[config.mk]
export PLATFORM = sky130hd
export DESIGN_NAME = fidchk_beat
export DESIGN_NICKNAME = d
export VERILOG_FILES = /design/src/rtl/fidchk_beat.sv
export SDC_FILE = /design/constraint.sdc
export NUM_CORES = 1
export LEC_CHECK = 0
export BUFFER_PORTS_ARGS = -buffer_cell sky130_fd_sc_hd__buf_2
export CAP_MARGIN = 20
export CORE_AREA = 2 2 39 41
export CTS_CLUSTER_SIZE = 12
export DETAILED_ROUTE_END_ITERATION = 8
export DIE_AREA = 0 0 41 43
export PLACE_DENSITY = 0.66
export RECOVER_POWER = 50
export SLEW_MARGIN = 25
export SYNTH_ARGS = -nofsm -noshare
export SYNTH_HDL_FRONTEND = slang
export SYNTH_SLANG_ARGS = --single-unit
[constraint.sdc]
create_clock -name clk -period 1.7 [get_ports clk]
set_input_delay 0.34 -clock clk [delete_from_list [all_inputs] [get_ports clk]]
set_output_delay 0.34 -clock clk [all_outputs]
set_load 0.02 [all_outputs]
[src/rtl/fidchk_beat.sv]
module fidchk_beat #(
  parameter int PERIOD = 120,
  parameter int IDX_W  = $clog2(PERIOD)
) (
  input  logic             clk,
  input  logic             rst_n,
  input  logic             rise_i,
  output logic             full_o,
  output logic [IDX_W-1:0] bunch_o
);
  localparam int GAP_W = $clog2(PERIOD + 1);
  localparam logic [GAP_W-1:0] GAP_FULL = GAP_W'(PERIOD);
  localparam logic [IDX_W-1:0] IDX_LAST = IDX_W'(PERIOD - 1);

  logic [GAP_W-1:0] gap_q;
  logic [IDX_W-1:0] idx_q;

  assign full_o = (gap_q == GAP_FULL);

  // beats since last edge; restarts on an edge or on a full window
  always_ff @(posedge clk or negedge rst_n) begin
    if (!rst_n)                gap_q <= '0;
    else if (rise_i || full_o) gap_q <= GAP_W'(1);
    else                       gap_q <= gap_q + 1'b1;
  end

  always_ff @(posedge clk or negedge rst_n) begin
    if (!rst_n)                idx_q <= '0;
    else if (rise_i)           idx_q <= '0;
    else if (idx_q == IDX_LAST) idx_q <= '0;
    else                       idx_q <= idx_q + 1'b1;
  end

  assign bunch_o = idx_q;
endmodule

==> metrics <==
FF-to-FF End=gap_q[0]; minimum clock period=around 1.6 ns; post-route setup TNS=0 ns; Die Ht=43 um; crit path cell chain=inv_1 > ha_1 > nand4b_1 > nor2_1 > buf_2; final setup fails=0; Worst slew margin=0.508; number of nets at the end of the flow=85; post-route clock period utilization=0.959; most common cell after layout, fill and taps aside=dfrtp_1; vias per cell=5.02; syn_nets=68; final hold slack=0.256 ns; first-pass GRT wire length=1730 um; initial core utilization=0.458; Syn Area/Cell=between 10 and 15 um2; GR Util All Layers=0.147; Netlist cell types=17; Max Transition Viols Final=0; worst-case reg-to-reg path depth=6; WL final=1080 um; CTS clk-pin slew, worst paths=0.08 ns; area of the mapped netlist=633 um2; GRT met3 Usage=0.0366; clk_lat worst skew=0.27 ns; Worst path slowest cell=dfrtp_1; drt drc=0; Synth area leaders=dfrtp_1 (55%), ha_1 (5.9%), nor2_1 (5.9%); top cell type's share of synthesized area=0.553; initial DRC count=5; GRT met1 Usage=0.223; cts hold-fix bufs=1; flip-flop and latch count after synthesis=14; Antenna Cells=0; pwr/cell area=820 nW/um2; crit end category=output port; Total Power=606 uW; Hold Path Class=input pin to flop; Synth warnings=0; fin worst setup slack=0.0701 ns; Setup CP Type=flop to output port; Clock Tree Buf Depth=2; IO Port Bufs=10; vias=467; post_cts resized=0; DPL Wire Length=roughly 820 um; WL per Instance=11.6 um; R2R setup slack=0.34 ns; CTS Buf Count=3; Post-synth EDFFs=0; DRT antenna net count=0; RePlAce Congestion=0.781; H-Tree Depth=1; Max Cap Violations=0; pre-CTS setup slack=0.348 ns; Critical Path End=full_o; initial antenna violation count=0; post-CTS setup buffer count=0; Critical R2R Launch=gap_q[0]; gr busiest metal=met1; Post-DP Area=711 um2; Clock Sinks=14; Crit path arrival time=1.29 ns; Root Driver=clkbuf_4; share of cells above drive strength 1=0.156; critical path launch point type=flop; crit path from=gap_q[0]; final clock skew=0.000261 ns; Remaining Overflow, GRT=0; largest net degree at the start of global routing=15; cell taking the most area after synthesis=dfrtp_1; Core ar.=around 1400 um2; Area Growth Syn to Fin=16.8%; Site Rows=14; Fmax achieved=614 MHz; most frequent cells in the layout=dfrtp_1 (14), nor2_1 (10), buf_2 (7); outcome=completed; drt first pass iters=2; RSZ-0062 raised after global routing=false; prevailing post-synth register cell=dfrtp_1; Leakage=0.347 nW; vias in the first global route=between 400 and 500; I/O pin cnt=11; Least-Margin Pin Slew=roughly 0.74 ns; WP data required=1.36 ns; Final Instance Area=739 um2; final hold violations=0; layout filler cell count=126; Die Span X=41 um; fraction of registers with async set or reset after synthesis=1.00; met2 GRT Util=0.178; Worst VDD drop=about 420 uV; Worst path max stage delay=0.40 ns; Cells after Synth=62; die area=1760 um2; critical path peak fanout=3; sequential cell area fraction in the yosys report=0.553; CTS tree=done
[layout make-up]
| class | instances | area, um2 | share of cell area |
|---|---|---|---|
| Sequential cell | 14 | 350 | 0.474 |
| Multi-Input combinational cell | 44 | 268 | 0.362 |
| Timing Repair Buffer | 12 | 63.8 | 0.0863 |
| Clock buffer | 3 | 22.5 | 0.0305 |
| Tap cell | 16 | 20.0 | 0.0271 |
| Inverter | 4 | 15.0 | 0.0203 |
[sequential cells by signal, summed over array words and instances, names as in the netlist]
| name | flops |
|---|---|
| gap_q | 7 |
| bunch_o | 7 |
[per-layer routing]
| layer | vias up | wire [um] |
|---|---|---|
| met5 | - | 0 |
| met4 | 0 | 12 |
| met3 | 2 | 40 |
| met2 | 6 | 450 |
| met1 | 221 | 572 |
| li1 | 238 | - |
[kinds of logic (layout without fill, tap and decap cells)]
group / after synthesis / after routing / share of synthesized area
buffers and inverters: 4 / 19 / 0.0237
AOI/OAI and AO/OA: 9 / 9 / 0.0790
and+or+nand+nor: 26 / 26 / 0.202
adders and majority gates: 3 / 3 / 0.0593
DFF: 14 / 14 / 0.553
xor gates and xnor gates: 6 / 6 / 0.0830
[Yosys cell counts (2+ instances only)]
| cell | instances |
|---|---|
| a21oi_1 | 4 |
| dfrtp_1 | 14 |
| ha_1 | 3 |
| inv_1 | 4 |
| nand2_1 | 4 |
| nand3_1 | 4 |
| nor2_1 | 10 |
| o21ai_0 | 3 |
| o21bai_1 | 2 |
| or3_1 | 3 |
| xnor2_1 | 2 |
| xor2_1 | 4 |
[critical path: cells and delay by family (launching register included)]
kind	cells	cell delay [ns]
fa+ha+maj	1	0.15
buf+inv	2	0.25
flops	1	0.40
simple gates	2	0.22
[stage by stage]
| stage | util | instances |
|---|---|---|
| floorplan | - | 62 |
| global placement | 0.514 | 89 |
| detailed placement | 0.514 | 89 |
| CTS | 0.537 | 93 |
| global route | 0.534 | 93 |
| finish | 0.534 | 93 |
[power by group]
| part | switching, mW | internal, mW |
|---|---|---|
| clock network | 0.0997 | 0.0819 |
| logic | 0.0374 | 0.0264 |
| registers | 0.0140 | 0.347 |
[worst min path at each step]
stage / endpoint / from / cells after the start
floorplan: bunch_o[0] / rst_n / 0
global placement: gap_q[6] / rst_n / 1
detailed placement: gap_q[5] / rst_n / 1
CTS: bunch_o[6] / rise_i / 2
global route: bunch_o[6] / rise_i / 2
finish: bunch_o[6] / rise_i / 2
Power figures use the tool's default switching activity.
